<file path="config.mk">
export PLATFORM = sky130hd
export DESIGN_NAME = rx_nibble_fmt
export DESIGN_NICKNAME = d
export VERILOG_FILES = /design/src/rtl/rxnf_pkg.sv /design/src/rtl/rxnf_bit_pack.sv /design/src/rtl/rxnf_nib_fifo.sv /design/src/rtl/rxnf_mii_drive.sv /design/src/rtl/rx_nibble_fmt.sv
export SDC_FILE = /design/constraint.sdc
export NUM_CORES = 1
export LEC_CHECK = 0
export BUFFER_PORTS_ARGS = -buffer_cell sky130_fd_sc_hd__buf_2
export CAP_MARGIN = 20
export CELL_PAD_IN_SITES_DETAIL_PLACEMENT = 0
export CELL_PAD_IN_SITES_GLOBAL_PLACEMENT = 1
export CORE_MARGIN = 3
export CORE_UTILIZATION = 43
export CTS_CLUSTER_DIAMETER = 100
export DETAILED_ROUTE_END_ITERATION = 10
export GPL_ROUTABILITY_DRIVEN = 0
export PLACE_DENSITY = 0.75
export SLEW_MARGIN = 20
export SYNTH_ARGS = -nofsm -noshare
export SYNTH_HDL_FRONTEND = slang
export SYNTH_SLANG_ARGS = --single-unit
</file>
<file path="constraint.sdc">
create_clock -name clk -period 3.3 [get_ports clk]
set_clock_uncertainty 0.15 [all_clocks]
set_input_delay 0.66 -clock clk [delete_from_list [all_inputs] [get_ports clk]]
set_output_delay 0.66 -clock clk [all_outputs]
set_load 0.02 [all_outputs]
</file>
<file path="src/rtl/rxnf_pkg.sv">
package rxnf_pkg;
  typedef enum logic [1:0] {ST_IDLE, ST_PRE, ST_DATA} rx_state_e;

  localparam logic [3:0] SFD_LO = 4'h5;
  localparam logic [3:0] SFD_HI = 4'hD;

  // Partial nibble: the n newest bits sit at the top of sh (shifted in
  // at bit 3). Move them to the bottom and fill the rest with ones.
  function automatic logic [3:0] pad_nibble(input logic [3:0] sh, input logic [1:0] n);
    logic [3:0] got;
    got = sh >> (3'd4 - {1'b0, n});
    return got | (4'hF << n);
  endfunction

  // Dribble nibble is emitted only for 1..3 bits in the low half of a byte.
  function automatic logic dribble_emits(input logic [2:0] bits_in_byte);
    return (bits_in_byte[1:0] != 2'd0) && !bits_in_byte[2];
  endfunction
endpackage

</file>
<file path="src/rtl/rxnf_bit_pack.sv">
module rxnf_bit_pack
  import rxnf_pkg::*;
(
  input  logic       clk,
  input  logic       rst_n,
  input  logic       bit_en,
  input  logic       bit_in,
  input  logic       eof_in,
  input  logic       pass_pre,
  input  logic       accept,
  output logic       push,
  output logic [3:0] push_nib,
  output logic       sfd_hit,
  output logic       frame_end,
  output logic       abort
);
  rx_state_e  state, nxt_state;
  logic       prev_bit;
  logic [3:0] sh, sh_n;
  logic [2:0] bcnt, base, cnt_n;
  logic       pend;
  logic       pack, cnt_clr;

  always_comb begin
    nxt_state = state;
    push      = 1'b0;
    push_nib  = 4'h0;
    sfd_hit   = 1'b0;
    frame_end = 1'b0;
    abort     = 1'b0;
    pack      = 1'b0;
    cnt_clr   = 1'b0;
    case (state)
      ST_IDLE: if (bit_en && accept && bit_in) begin
        nxt_state = ST_PRE;
        pack      = pass_pre;
        cnt_clr   = 1'b1;
      end
      ST_PRE: if (eof_in) begin
        nxt_state = ST_IDLE;
        if (pass_pre) begin
          frame_end = 1'b1;
          if (dribble_emits(bcnt)) begin
            push     = 1'b1;
            push_nib = pad_nibble(sh, bcnt[1:0]);
          end
        end else begin
          abort = 1'b1;
        end
      end else if (bit_en) begin
        pack = pass_pre;
        if (prev_bit && bit_in) begin
          sfd_hit   = 1'b1;
          nxt_state = ST_DATA;
          if (!pass_pre) begin
            pack     = 1'b0;
            cnt_clr  = 1'b1;
            push     = 1'b1;
            push_nib = SFD_LO;
          end
        end
      end
      ST_DATA: begin
        if (pend) begin
          push     = 1'b1;
          push_nib = SFD_HI;
        end
        if (eof_in) begin
          nxt_state = ST_IDLE;
          frame_end = 1'b1;
          if (!pend && dribble_emits(bcnt)) begin
            push     = 1'b1;
            push_nib = pad_nibble(sh, bcnt[1:0]);
          end
        end else if (bit_en) begin
          pack = 1'b1;
        end
      end
      default: nxt_state = ST_IDLE;
    endcase
    base  = cnt_clr ? 3'd0 : bcnt;
    sh_n  = {bit_in, sh[3:1]};
    cnt_n = base + 3'd1;
    if (pack && base[1:0] == 2'd3) begin
      push     = 1'b1;
      push_nib = sh_n;
    end
  end

  always_ff @(posedge clk) begin
    if (!rst_n) begin
      state    <= ST_IDLE;
      prev_bit <= 1'b0;
      sh       <= 4'h0;
      bcnt     <= 3'd0;
      pend     <= 1'b0;
    end else begin
      state <= nxt_state;
      if (bit_en && state != ST_DATA) prev_bit <= bit_in;
      if (pack) begin
        sh   <= sh_n;
        bcnt <= cnt_n;
      end else if (cnt_clr) begin
        bcnt <= 3'd0;
      end
      if (sfd_hit && !pass_pre) pend <= 1'b1;
      else if (state == ST_DATA) pend <= 1'b0;
    end
  end

  // the high delimiter nibble follows the low one on the next clock
  p_sfd_pair_r2: assert property (@(posedge clk) disable iff (!rst_n)
    $past(sfd_hit && !pass_pre) |-> (push && push_nib == SFD_HI));
  // a dribble nibble always has its top position filled with 1
  p_dribble_pad_r6: assert property (@(posedge clk) disable iff (!rst_n)
    (frame_end && push && !$past(sfd_hit)) |-> push_nib[3]);
endmodule

</file>
<file path="src/rtl/rxnf_nib_fifo.sv">
module rxnf_nib_fifo #(
  parameter int DEPTH = 4
) (
  input  logic                     clk,
  input  logic                     rst_n,
  input  logic                     push,
  input  logic [3:0]               din,
  input  logic                     pop,
  output logic [3:0]               dout,
  output logic [$clog2(DEPTH):0]   count
);
  localparam int PW = $clog2(DEPTH);
  localparam logic [PW:0] FULL = (PW+1)'(DEPTH);

  logic [3:0]    mem [DEPTH];
  logic [PW-1:0] wp, rp;

  assign dout = mem[rp];

  always_ff @(posedge clk) begin
    if (!rst_n) begin
      wp    <= '0;
      rp    <= '0;
      count <= '0;
      for (int i = 0; i < DEPTH; i++) mem[i] <= 4'h0;
    end else begin
      if (push) begin
        mem[wp] <= din;
        wp      <= wp + 1'b1;
      end
      if (pop) rp <= rp + 1'b1;
      count <= count + (push ? 1'b1 : 1'b0) - (pop ? 1'b1 : 1'b0);
    end
  end

  // nibbles are never lost to a full queue
  p_no_overflow_r1: assert property (@(posedge clk) disable iff (!rst_n)
    !(push && !pop && count == FULL));
  // nothing is shown from an empty queue
  p_no_underflow_r1: assert property (@(posedge clk) disable iff (!rst_n)
    pop |-> count != '0);
endmodule

</file>
<file path="src/rtl/rxnf_mii_drive.sv">
module rxnf_mii_drive #(
  parameter int CW = 3
) (
  input  logic          clk,
  input  logic          rst_n,
  input  logic          nib_en,
  input  logic          pass_pre,
  input  logic          crs_align,
  input  logic          sfd_hit,
  input  logic          frame_end,
  input  logic [CW-1:0] q_cnt,
  input  logic [3:0]    q_dout,
  output logic          pop,
  output logic [3:0]    rxd,
  output logic          rx_dv,
  output logic          crs,
  output logic          busy
);
  logic done, start, cont, stop, drop_done, crs_set, crs_clr;

  always_comb begin
    start     = nib_en && !rx_dv && (q_cnt >= CW'(2) || (done && q_cnt != '0));
    cont      = nib_en && rx_dv && q_cnt != '0;
    stop      = nib_en && rx_dv && q_cnt == '0 && done;
    drop_done = nib_en && !rx_dv && q_cnt == '0 && done;
    pop       = start || cont;
    crs_set   = (!pass_pre && sfd_hit) || (pass_pre && start && !done);
    crs_clr   = (!crs_align && frame_end) || (crs_align && stop);
    busy      = rx_dv || done;
  end

  always_ff @(posedge clk) begin
    if (!rst_n) begin
      rxd   <= 4'h0;
      rx_dv <= 1'b0;
      crs   <= 1'b0;
      done  <= 1'b0;
    end else begin
      if (pop) begin
        rxd   <= q_dout;
        rx_dv <= 1'b1;
      end else if (stop) begin
        rxd   <= 4'h0;
        rx_dv <= 1'b0;
      end
      if (frame_end) done <= 1'b1;
      else if (stop || drop_done) done <= 1'b0;
      if (crs_clr) crs <= 1'b0;
      else if (crs_set) crs <= 1'b1;
    end
  end

  // valid only moves on a nibble enable
  p_dv_on_nib_r10: assert property (@(posedge clk) disable iff (!rst_n)
    !$stable(rx_dv) |-> $past(nib_en));
  // idle data lines are zero
  p_rxd_idle_r9: assert property (@(posedge clk) disable iff (!rst_n)
    !rx_dv |-> rxd == 4'h0);
  // in strip mode carrier is already up when valid rises
  p_strip_crs_first_r2: assert property (@(posedge clk) disable iff (!rst_n)
    (!pass_pre && $rose(rx_dv)) |-> $past(crs));
  // in pass mode carrier and valid rise together
  p_pass_rise_r3: assert property (@(posedge clk) disable iff (!rst_n)
    (pass_pre && $rose(rx_dv) && !$past(done)) |-> $rose(crs));
  // unaligned carrier drops right after the end-of-frame pulse
  p_crs_eof_r4: assert property (@(posedge clk) disable iff (!rst_n)
    (!crs_align && $past(frame_end)) |-> !crs);
  // aligned carrier falls with valid
  p_align_fall_r5: assert property (@(posedge clk) disable iff (!rst_n)
    (crs_align && $fell(rx_dv)) |-> !crs);
endmodule

</file>
<file path="src/rtl/rx_nibble_fmt.sv">
module rx_nibble_fmt #(
  parameter int FIFO_DEPTH = 4
) (
  input  logic       clk,
  input  logic       rst_n,
  input  logic       bit_en,
  input  logic       bit_in,
  input  logic       eof_in,
  input  logic       nib_en,
  input  logic       pass_pre,
  input  logic       crs_align,
  output logic [3:0] rxd,
  output logic       rx_dv,
  output logic       crs
);
  localparam int CW = $clog2(FIFO_DEPTH) + 1;

  logic          push, pop, sfd_hit, frame_end, abort, busy;
  logic [3:0]    push_nib, q_dout;
  logic [CW-1:0] q_cnt;

  rxnf_bit_pack u_pack (
    .clk(clk), .rst_n(rst_n), .bit_en(bit_en), .bit_in(bit_in),
    .eof_in(eof_in), .pass_pre(pass_pre), .accept(!busy),
    .push(push), .push_nib(push_nib), .sfd_hit(sfd_hit),
    .frame_end(frame_end), .abort(abort)
  );

  rxnf_nib_fifo #(.DEPTH(FIFO_DEPTH)) u_fifo (
    .clk(clk), .rst_n(rst_n), .push(push), .din(push_nib),
    .pop(pop), .dout(q_dout), .count(q_cnt)
  );

  rxnf_mii_drive #(.CW(CW)) u_drive (
    .clk(clk), .rst_n(rst_n), .nib_en(nib_en), .pass_pre(pass_pre),
    .crs_align(crs_align), .sfd_hit(sfd_hit), .frame_end(frame_end),
    .q_cnt(q_cnt), .q_dout(q_dout), .pop(pop), .rxd(rxd),
    .rx_dv(rx_dv), .crs(crs), .busy(busy)
  );

  // an aborted frame never shows carrier or valid
  p_abort_quiet_r8: assert property (@(posedge clk) disable iff (!rst_n)
    abort |=> (!crs && !rx_dv));
endmodule

</file>
==> metrics.yaml <==
synthCells: 214
busiest_layer: "met2"
nets: 260
met2_usage_pct: 25.0
grt_max_degree: 38
ios: 14
intPower_uw: 949
grt_pass1_vias: 1564
rsz0062_at_grt: "false"
clock.fmax_ghz: 0.331
post_drt_wl_per_cell_um: 14.4
synth_area_um2: 2250
drive_above_1_share_pct: 19.4
cp_slowest_cell: "fa_1"
cp_max_fo: 4
relSlewSlack_pct: 63.0
drt_wl_total_um: 4450
finalInstanceArea_um2: 2570
cts-buffers-inserted: 5
max_stage_delay_ns: 0.38
cts_setup_buffers: 0
num_rows: 25
placed_cell_area_um2: 2480
period_minus_slack_ns: 3.02
vdd_drop_max_v: 0.000153
syn2layout_area_growth_pct: 14.1
drt_iter0_drc: 24
clk_pin_slew_ns: 0.09
ys.flop_type: "dfxtp_1"
htreeDepth: 2
die_y_um: 78.4
synthDistinctLibCells: 50
clock_latency_ns: 0.30
track_usage_pct: 16.6
leakagePower_uw: 0.00101
hold_violations: 0
nFillCells: 457
p_comb_share_pct: 28.0
insertedDiodeCount: 0
synth_warnings: 0
cp.arrival_ns: 3.08
grt_use_met1_pct: 23.0
grt_use_met3_pct: 4.70
crit_cells: 14
status: "completed"
overflow: 0
dr.pass1.iters: 4
cts.sinks: 43
hpwl_um: 3270
r2r_cells: 14
path_class: "reg -> reg"
start_util_pct: 46.2
seqPwrFrac_pct: 47.4
setup_violations: 0
cp-start-kind: "flip-flop"
report.final.slew_viol_count: 0
tritoncts: "built"
syn_area_per_cell_um2: 10.5
period_share_pct: 91.6
crit_path_frequent_cell: "ha_1"
cp-end-kind: "flip-flop"
setup-tns-final_ns: 0
grt_pass1_wl_um: 7900
cp.required_ns: 3.35
ctsLongestPathBuffers: 2
worst-slew-pin-transition_ns: 0.555
p_switching_uw: 454
via_count: 1618
crit_chain: "inv_1, ha_1, nand2b_1, or3_1, and3_1, ha_2, and3_4, nor2_2, ha_1, inv_1, ha_1, fa_1, xnor2_1, and2_1"
switching_share_pct: 32.3
synth_nets: 233
core_um2: 4880
die_area_um2: 6140
die_w_um: 78.4
crit_family: "simple AND/OR/NAND/NOR gates"
synth_edf_count: 16
clkPwrFrac_pct: 24.6
drt-vias-per-instance: 5.24
hold_path_depth: 2
hold_path.class: "reg -> reg"
port_buffers: 13
worstPathBufferInverterCount: 2
power_density_nw_per_um2: 546
drc: 0
yosysSeqAreaShare_pct: 45.3
drv_cap: 0
ys_ff_latch: 43
drtAntennaViolNets: 0
antenna_found_initial: 0
async_flop_share_pct: 0
cts_hold_buffers: 0
root_buffer: "clkbuf_8"
cts_resized: 0
[placed cells by master (no fill, tap or decap), types with 3 or more instances in the layout]
master,instances
clkbuf_8,5
a21boi_0,7
ha_1,9
xnor2_1,3
dfxtp_1,27
nand2_1,15
inv_1,14
mux2i_1,12
nor2b_1,14
a21oi_1,6
buf_4,14
nand3_1,10
o21ai_0,4
and2_1,12
mux4_2,5
nor2_1,9
buf_2,13
edfxtp_1,16
nor3_1,3
[flip-flops by register name (all words and copies together) (netlist names), named ones only]
register	flops
u_pack.sh	4
u_drive.rx_dv	1
u_pack.state	2
u_drive.crs	1
u_drive.done	1
u_pack.pend	1
u_fifo.count	3
u_pack.bcnt	3
u_drive.rxd	4
u_fifo.rp	2
u_fifo.mem	16
u_pack.prev_bit	1
u_fifo.wp	2
[final cells by class]
type	instances	area (µm²)	area share [%]
repair buffers	27	170	6.62
clock inverters	3	23.8	0.925
flip-flops and latches	43	1020	39.7
multi-input cells	150	1150	44.7
clock buffers	5	68.8	2.68
inverters	14	52.6	2.05
well taps	67	83.8	3.26
[tightest hold or removal path, cell delays in order (launching register included)]
cell and delay, ns:
dfxtp_1 0.32, nand3_1 0.05, a21boi_0 0.07
[per-layer routing]
layer	share of wire (%)	routed length (µm)
met4	1.4	61
met3	5.2	230
met2	44	1960
met1	49	2190
met5	0	0
[cell usage after synthesis (3+ instances only)]
| cell type | instances | area share [%] |
|---|---|---|
| dfxtp_1 | 27 | 24 |
| edfxtp_1 | 16 | 21 |
| nand2_1 | 15 | 2.5 |
| inv_1 | 14 | 2.3 |
| nor2b_1 | 14 | 3.9 |
| and2_1 | 12 | 3.3 |
| mux2i_1 | 12 | 5.3 |
| ha_1 | 10 | 5.6 |
| nand3_1 | 10 | 2.2 |
| nor2_1 | 10 | 1.7 |
| a21boi_0 | 7 | 2.3 |
| a21oi_1 | 6 | 1.3 |
| clkbuf_1 | 5 | 0.83 |
| mux4_2 | 5 | 5.0 |
| o21ai_0 | 4 | 0.89 |
| nor3_1 | 3 | 0.67 |
| xnor2_1 | 3 | 1.2 |
[power by group through the flow]
stage / combinational (µW) / clock (µW) / sequential (µW)
4_1_cts: 395 / 356 / 667
3_3_place_gp: 394 / 0 / 678
3_5_place_dp: 393 / 0 / 678
5_1_grt: 448 / 381 / 675
2_1_floorplan: 279 / 0 / 685
6_report: 393 / 345 / 664
[per-stage QoR]
step                      utilization (%)  cells  hold slack [ns]  setup WS (ns)  total power, µW
after global routing                 52.6    309            0.351         0.0261             1500
after detailed placement             50.7    301            0.317        0.00931             1070
final                                52.6    309            0.326          0.277             1400
after global placement               50.7    301            0.310         0.0577             1070
after floorplan                         -    214            0.324         0.0265              964
after CTS                            52.6    309            0.330          0.268             1420
[worst paths after layout]
check	slack, ns	startpoint	endpoint
max	0.28	u_pack.state[1]$_SDFFE_PN0P_	u_fifo.count[2]$_SDFF_PN0_
min	0.33	u_drive.rxd[1]$_SDFFE_PN0P_	u_drive.rxd[1]$_SDFFE_PN0P_
max reg2reg	0.28	u_pack.state[1]$_SDFFE_PN0P_	u_fifo.count[2]$_SDFF_PN0_
min reg2reg	0.33	u_drive.rxd[1]$_SDFFE_PN0P_	u_drive.rxd[1]$_SDFFE_PN0P_
[cells by family (layout without fill, tap and decap cells)]
group	after synthesis	in the layout	share of synthesized area, %
XOR/XNOR	5	5	1.94
multiplexers	17	17	10.3
flip-flops	43	43	45.3
AND/OR/NAND/NOR	81	81	20.1
adder cells (fa/ha/maj)	11	11	6.44
buffers and inverters	21	49	3.89
AO/OA/AOI/OAI	36	36	11.9
(Power assumes the default switching activity.)
